**config.mk**
```make
export PLATFORM = sky130hd
export DESIGN_NAME = syncgen_top
export DESIGN_NICKNAME = d
export VERILOG_FILES = /design/src/rtl/syncgen_pkg.sv /design/src/rtl/syncgen_div.sv /design/src/rtl/syncgen_ctl.sv /design/src/rtl/syncgen_top.sv
export SDC_FILE = /design/constraint.sdc
export NUM_CORES = 1
export LEC_CHECK = 0
export BUFFER_PORTS_ARGS = -buffer_cell sky130_fd_sc_hd__buf_4
export CORE_ASPECT_RATIO = 0.9
export CORE_MARGIN = 4
export CORE_UTILIZATION = 46
export CTS_CLUSTER_SIZE = 28
export DETAILED_ROUTE_END_ITERATION = 8
export PLACE_DENSITY_LB_ADDON = 0.05
export SLEW_MARGIN = 5
export SYNTH_ARGS = -nofsm -noshare
export SYNTH_HDL_FRONTEND = slang
export SYNTH_SLANG_ARGS = --single-unit
export TNS_END_PERCENT = 1
```
**constraint.sdc**
```tcl
create_clock -name refClk -period 3.8 [get_ports refClk]
set_clock_uncertainty 0.15 [all_clocks]
set_input_delay 0.57 -clock refClk [delete_from_list [all_inputs] [get_ports refClk]]
set_output_delay 0.57 -clock refClk [all_outputs]
set_load 0.02 [all_outputs]
```
**src/rtl/syncgen_pkg.sv**
```systemverilog
package syncgen_pkg;

  typedef enum logic [1:0] {
    RAT_1TO1 = 2'd0,
    RAT_1TO2 = 2'd1,
    RAT_3TO4 = 2'd2,
    RAT_4TO5 = 2'd3
  } ratio_e;

  // strobes from control to the dividers
  typedef struct packed {
    logic   restart;
    ratio_e ratio;
  } dpCtl_t;

  localparam int unsigned MAX_PRODUCT = 20;  // largest p*q over all ratios

  // frequency weight of the A bank (p)
  function automatic int unsigned freqA(ratio_e r);
    case (r)
      RAT_3TO4: return 3;
      RAT_4TO5: return 4;
      default:  return 1;
    endcase
  endfunction

  // frequency weight of the feedback bank (q)
  function automatic int unsigned freqF(ratio_e r);
    case (r)
      RAT_1TO2: return 2;
      RAT_3TO4: return 4;
      RAT_4TO5: return 5;
      default:  return 1;
    endcase
  endfunction

endpackage

```
**src/rtl/syncgen_div.sv**
```systemverilog
module syncgen_div
  import syncgen_pkg::*;
#(
  parameter int unsigned HALF_UNIT = 1,
  parameter int unsigned CNT_W     = 6
) (
  input  logic             clk,
  input  logic             rstN,
  input  dpCtl_t           ctl,
  output logic             qaDiv,
  output logic             qfbDiv,
  output logic             running,
  output logic [CNT_W-1:0] frame
);

  localparam int NUM_BANKS = 2;  // index 0 = A bank, 1 = feedback bank

  logic [CNT_W-1:0] halfLast [NUM_BANKS];
  logic [CNT_W-1:0] frameLast;
  logic [NUM_BANKS-1:0] bankQ;

  // a bank's half period follows the other bank's frequency weight
  always_comb begin
    halfLast[0] = CNT_W'(freqF(ctl.ratio) * HALF_UNIT - 1);
    halfLast[1] = CNT_W'(freqA(ctl.ratio) * HALF_UNIT - 1);
    frameLast   = CNT_W'(2 * freqA(ctl.ratio) * freqF(ctl.ratio) * HALF_UNIT - 1);
  end

  always_ff @(posedge clk or negedge rstN) begin
    if (!rstN)            running <= 1'b0;
    else if (ctl.restart) running <= 1'b0;
    else                  running <= 1'b1;
  end

  for (genvar b = 0; b < NUM_BANKS; b++) begin : g_bank
    logic [CNT_W-1:0] halfCnt;
    always_ff @(posedge clk or negedge rstN) begin
      if (!rstN) begin
        halfCnt  <= '0;
        bankQ[b] <= 1'b0;
      end else if (ctl.restart) begin
        halfCnt  <= '0;
        bankQ[b] <= 1'b0;
      end else if (!running) begin
        halfCnt  <= '0;      // aligned launch: both banks rise here
        bankQ[b] <= 1'b1;
      end else if (halfCnt == halfLast[b]) begin
        halfCnt  <= '0;
        bankQ[b] <= ~bankQ[b];
      end else begin
        halfCnt  <= halfCnt + 1'b1;
      end
    end
  end

  always_ff @(posedge clk or negedge rstN) begin
    if (!rstN)                  frame <= '0;
    else if (ctl.restart)       frame <= '0;
    else if (!running)          frame <= '0;
    else if (frame == frameLast) frame <= '0;
    else                        frame <= frame + 1'b1;
  end

  assign qaDiv  = bankQ[0];
  assign qfbDiv = bankQ[1];

  // a joint rising edge only ever happens at the start of a frame
  p_coincide_at_frame_start_r3: assert property (@(posedge clk) disable iff (!rstN)
    ($rose(qaDiv) && $rose(qfbDiv)) |-> (frame == '0));

  // a restart leaves both clocks low and the dividers idle
  p_restart_idles_r8: assert property (@(posedge clk) disable iff (!rstN)
    ctl.restart |=> (!qaDiv && !qfbDiv && !running));

endmodule

```
**src/rtl/syncgen_ctl.sv**
```systemverilog
module syncgen_ctl
  import syncgen_pkg::*;
#(
  parameter int unsigned HALF_UNIT = 1,
  parameter int unsigned CNT_W     = 6
) (
  input  logic             clk,
  input  logic             rstN,
  input  logic [1:0]       ratioSel,
  input  logic             bypass,
  input  logic             running,
  input  logic [CNT_W-1:0] frame,
  output dpCtl_t           ctl,
  output logic             qsyncR
);

  ratio_e           selQ;
  ratio_e           selNew;
  logic [CNT_W-1:0] setAt;
  logic [CNT_W-1:0] clrAt;
  logic             syncEn;

  assign selNew = ratio_e'(ratioSel);

  always_comb begin
    ctl.restart = bypass || (selNew != selQ);
    ctl.ratio   = selNew;
  end

  // set on the QFB fall half a QFB period before the frame wraps,
  // clear on the QFB fall half a period after it
  always_comb begin
    setAt  = CNT_W'(2 * freqA(selQ) * freqF(selQ) * HALF_UNIT - freqA(selQ) * HALF_UNIT - 1);
    clrAt  = CNT_W'(freqA(selQ) * HALF_UNIT - 1);
    syncEn = (selQ != RAT_1TO1);
  end

  always_ff @(posedge clk or negedge rstN) begin
    if (!rstN) selQ <= RAT_1TO1;
    else       selQ <= selNew;
  end

  always_ff @(posedge clk or negedge rstN) begin
    if (!rstN)                                  qsyncR <= 1'b0;
    else if (ctl.restart)                       qsyncR <= 1'b0;
    else if (running && syncEn && frame == setAt) qsyncR <= 1'b1;
    else if (running && frame == clrAt)         qsyncR <= 1'b0;
  end

  // no pulse while the ratio is an integer 1:1
  p_quiet_when_integer_r6: assert property (@(posedge clk) disable iff (!rstN)
    (selQ == RAT_1TO1) |-> !qsyncR);

endmodule

```
**src/rtl/syncgen_top.sv**
```systemverilog
module syncgen_top
  import syncgen_pkg::*;
#(
  parameter int unsigned HALF_UNIT = 1
) (
  input  logic       refClk,
  input  logic       rstN,
  input  logic [1:0] ratioSel,
  input  logic       outEn,
  input  logic       testBypass,
  output logic       qa,
  output logic       qfb,
  output logic       qsync
);

  localparam int unsigned FRAME_MAX = 2 * MAX_PRODUCT * HALF_UNIT;
  localparam int unsigned CNT_W     = $clog2(FRAME_MAX);

  dpCtl_t           ctl;
  logic             qaDiv;
  logic             qfbDiv;
  logic             running;
  logic             qsyncR;
  logic [CNT_W-1:0] frame;

  syncgen_ctl #(.HALF_UNIT(HALF_UNIT), .CNT_W(CNT_W)) i_ctl (
    .clk     (refClk),
    .rstN    (rstN),
    .ratioSel(ratioSel),
    .bypass  (testBypass),
    .running (running),
    .frame   (frame),
    .ctl     (ctl),
    .qsyncR  (qsyncR)
  );

  syncgen_div #(.HALF_UNIT(HALF_UNIT), .CNT_W(CNT_W)) i_div (
    .clk    (refClk),
    .rstN   (rstN),
    .ctl    (ctl),
    .qaDiv  (qaDiv),
    .qfbDiv (qfbDiv),
    .running(running),
    .frame  (frame)
  );

  assign qa    = outEn & (testBypass ? refClk : qaDiv);
  assign qfb   = testBypass ? refClk : qfbDiv;
  assign qsync = outEn & ~testBypass & qsyncR;

  // the pulse opens only together with a QFB falling edge
  p_sync_rise_on_fb_fall_r4: assert property (@(posedge refClk) disable iff (!rstN)
    $rose(qsyncR) |-> $fell(qfbDiv));

  // unless a restart cut it short, the pulse closes on a QFB falling edge
  p_sync_fall_on_fb_fall_r5: assert property (@(posedge refClk) disable iff (!rstN)
    ($fell(qsyncR) && !$past(ctl.restart)) |-> $fell(qfbDiv));

endmodule

```
==> impl_metrics.json <==
{
  "crit_end": "qfb",
  "crit_arrival_ns": 2.97,
  "overflow": 0,
  "crit_top_cell": "clkbuf_4",
  "area_growth_pct": 15.28,
  "setup_viol": 0,
  "synth_edf_count": 0,
  "synth-simple-area-share": 0.1998,
  "ys_seq_elements": 24,
  "gp_congestion": 0.7801,
  "tightest_slew_ns": 0.5790,
  "grt_pass1_wl_um": 4871,
  "antenna_left": 0,
  "synthAdderAreaFrac": 0.09042,
  "worstSetupEndpointType": "output pin",
  "worst_skew_pair.late_latency_ns": 0.42,
  "start_util": 0.4916,
  "tritoncts": "yes",
  "drt-total-wl_um": 2732,
  "hpwlAfterDp_um": 1905,
  "worstPathMaxFanout": 2,
  "antenna_found_initial": 0,
  "final_max_slew_viol_count": 0,
  "grt_max_degree": 25,
  "ios": 9,
  "reg2reg_depth": 4,
  "synthFlopType": "dfrtp_1",
  "slowest_stage": "buf_4",
  "avgSynthCellArea_um2": 9.677,
  "die_w_um": 65.82,
  "cp_cell_sequence": "clkbuf_4 > clkbuf_4 > clkbuf_4 > clkbuf_4 > clkbuf_4 > nand2_2 > clkbuf_4 > o21ai_0 > buf_4",
  "r2r_end": "i_div.frame[3]",
  "synthXorXnorAreaFrac": 0.1808,
  "hp-class": "input port to flop",
  "diodes": 0,
  "core_um2": 2815,
  "p_leak_nw": 0.7252,
  "cp_slowest_stage_delay_ns": 0.17,
  "ir_worst_vdd_mv": 0.2399,
  "avgRoutedWirePerCell_um": 13.52,
  "power_density_nw_per_um2": 374.5,
  "synth_cell_type_count": 27,
  "track_usage": 0.1775,
  "dieArea_um2": 3951,
  "status": "complete, no violations",
  "critPathLaunch": "refClk",
  "drc": 0,
  "yosys_warnings": 0,
  "post_cts.repair.setup_buffers": 0,
  "post_dp_cell_area_um2": 1483,
  "drt_iter0_drc": 49,
  "row_count": 18,
  "muxShareOfSynthArea": 0,
  "slew_headroom": 0.6107,
  "drive_above_1_share": 0.1420,
  "synth_compound_area_frac": 0.06510,
  "layout.nets": 178,
  "vias": 1015,
  "reg2reg_slack_ns": 1.86,
  "synth_top_family_by_area": "simple AND/OR/NAND/NOR gates",
  "path_class": "clock port to output pin",
  "grt_pass1_vias": 1163,
  "synth_area_um2": 1384,
  "async_reset_ff_frac": 1.000,
  "clk_pin_slew_ns": 0.13,
  "rsz0062_at_grt": "no",
  "rr_startpoint": "i_div.frame[3]",
  "firstDrtPassIters": 4,
  "die_h_um": 60.04,
  "final_hold_viol_count": 0,
  "numPortBuffers": 8,
  "syn_nets": 159,
  "avgViaCountPerCell": 5.025,
  "final_area_um2": 1595,
  "fin_setup_tns_ns": 0,
  "synthCells": 143,
  "cp.required_ns": 3.08,
  "finish.utilization": 0.5667,
  "critPathLaunchType": "clock port",
  "drv_cap": 0,
  "ys_seq_area_frac": 0.4340
}
## cell type report
| type | count | area [um^2] |
|---|---|---|
| Fill cell | 265 | 1220 |
| Multi-Input combinational cell | 108 | 744.5 |
| Sequential cell | 24 | 600.6 |
| Clock buffer | 15 | 115.1 |
| Timing Repair Buffer | 7 | 55.05 |
| Tap cell | 40 | 50.05 |
| Inverter | 8 | 30.03 |
## registers in the layout, summed over array words and instances (netlist names)
name                  cells
i_div.g_bank.halfCnt     12
i_div.frame               6
i_ctl.selQ                2
i_ctl.qsyncR              1
i_div.qaDiv               1
i_div.qfbDiv              1
i_div.running             1
## metal layers
layer  GRT usage  up-vias  part of all wire  wire length, um
met4      0.1361        0             0.021               58
met1      0.1993      471              0.46             1264
met2      0.2529       21              0.47             1288
li1            -      513                 -                -
met3     0.09398       10             0.044              121
met5           0        -                 0                0
## worst max-delay path, delay by kind of cell
kind / cells / cell delay [ns]
buffers and inverters: 7 / 0.92
AO/OA/AOI/OAI: 1 / 0.08
AND/OR/NAND/NOR: 1 / 0.07
## worst min path at each step
stage / to / cells after the start / slack [ns] / startpoint
floorplan: i_ctl.qsyncR / 0 / 0.12 / rstN
global placement: i_ctl.qsyncR / 1 / 0.34 / rstN
detailed placement: i_ctl.qsyncR / 1 / 0.34 / rstN
CTS: i_ctl.selQ[0] / 1 / 0.13 / ratioSel[0]
global route: i_ctl.selQ[0] / 1 / 0.13 / ratioSel[0]
finish: i_ctl.selQ[0] / 1 / 0.15 / ratioSel[0]
## cell usage after synthesis, types with 2 or more instances
cell	number	area, um^2
dfrtp_1	24	600.6
nand4_1	2	12.51
o21ai_0	4	20.02
nand3_1	11	55.05
nand2_1	9	33.78
and3_1	2	12.51
ha_1	10	125.1
a21oi_1	3	15.01
nor2b_1	3	18.77
nor2_1	22	82.58
or3_1	3	18.77
inv_1	8	30.03
o31ai_1	2	15.01
xnor2_1	14	122.6
clkbuf_1	3	11.26
xor2_1	12	105.1
## through the flow
step	power (mW)	setup WS (ns)	instances	hold WS, ns
global route	0.6350	0.03772	202	0.1261
CTS	0.6091	0.04048	202	0.1346
floorplan	0.3150	0.8990	143	0.1244
finish	0.5974	0.1089	202	0.1519
detailed placement	0.3461	0.9084	188	0.3418
global placement	0.3445	0.9085	188	0.3369
## report_power, final
part | switching (mW) | internal (mW) | total (mW)
sequential | 0.00435 | 0.259 | 0.263
combinational | 0.0260 | 0.0212 | 0.0471
clock | 0.129 | 0.158 | 0.287
total | 0.160 | 0.438 | 0.597
## kinds of logic after synthesis
group / Yosys count
compound gates: 14
simple gates: 57
buf+inv: 11
xor+xnor: 27
fa+ha+maj: 10
flops: 24
## cells in the final DEF, fill, tap and decap left out
master,synthesis,layout
dfrtp_1,24,24
o31ai_1,2,2
nand2b_1,1,1
nor2_1,22,22
a21boi_0,1,1
nand2_2,0,1
a221o_1,1,1
xnor2_1,14,14
and3_2,1,1
nand4_1,2,2
nor4b_1,1,1
and3_1,2,2
clkbuf_1,3,1
inv_1,8,8
o31a_1,1,1
a31oi_1,1,1
dlygate4sd3_1,0,1
nand3_1,11,11
buf_4,0,8
a21oi_1,3,3
nor3_1,1,1
clkbuf_4,0,11
xnor3_1,1,1
nor2b_1,3,3
or3_1,3,3
ha_1,10,10
a21o_1,1,1
xor2_1,12,12
nor4b_2,1,1
nand2_1,9,8
o21ai_0,4,4
clkbuf_8,0,1
## timing repair
item,4_1_cts,5_1_grt
resized for setup,0,1
setup endpoints to repair,2,2
hold endpoints to repair,24,0
hold buffers,1,0
Note: power is estimated with default switching activity, not from simulation.
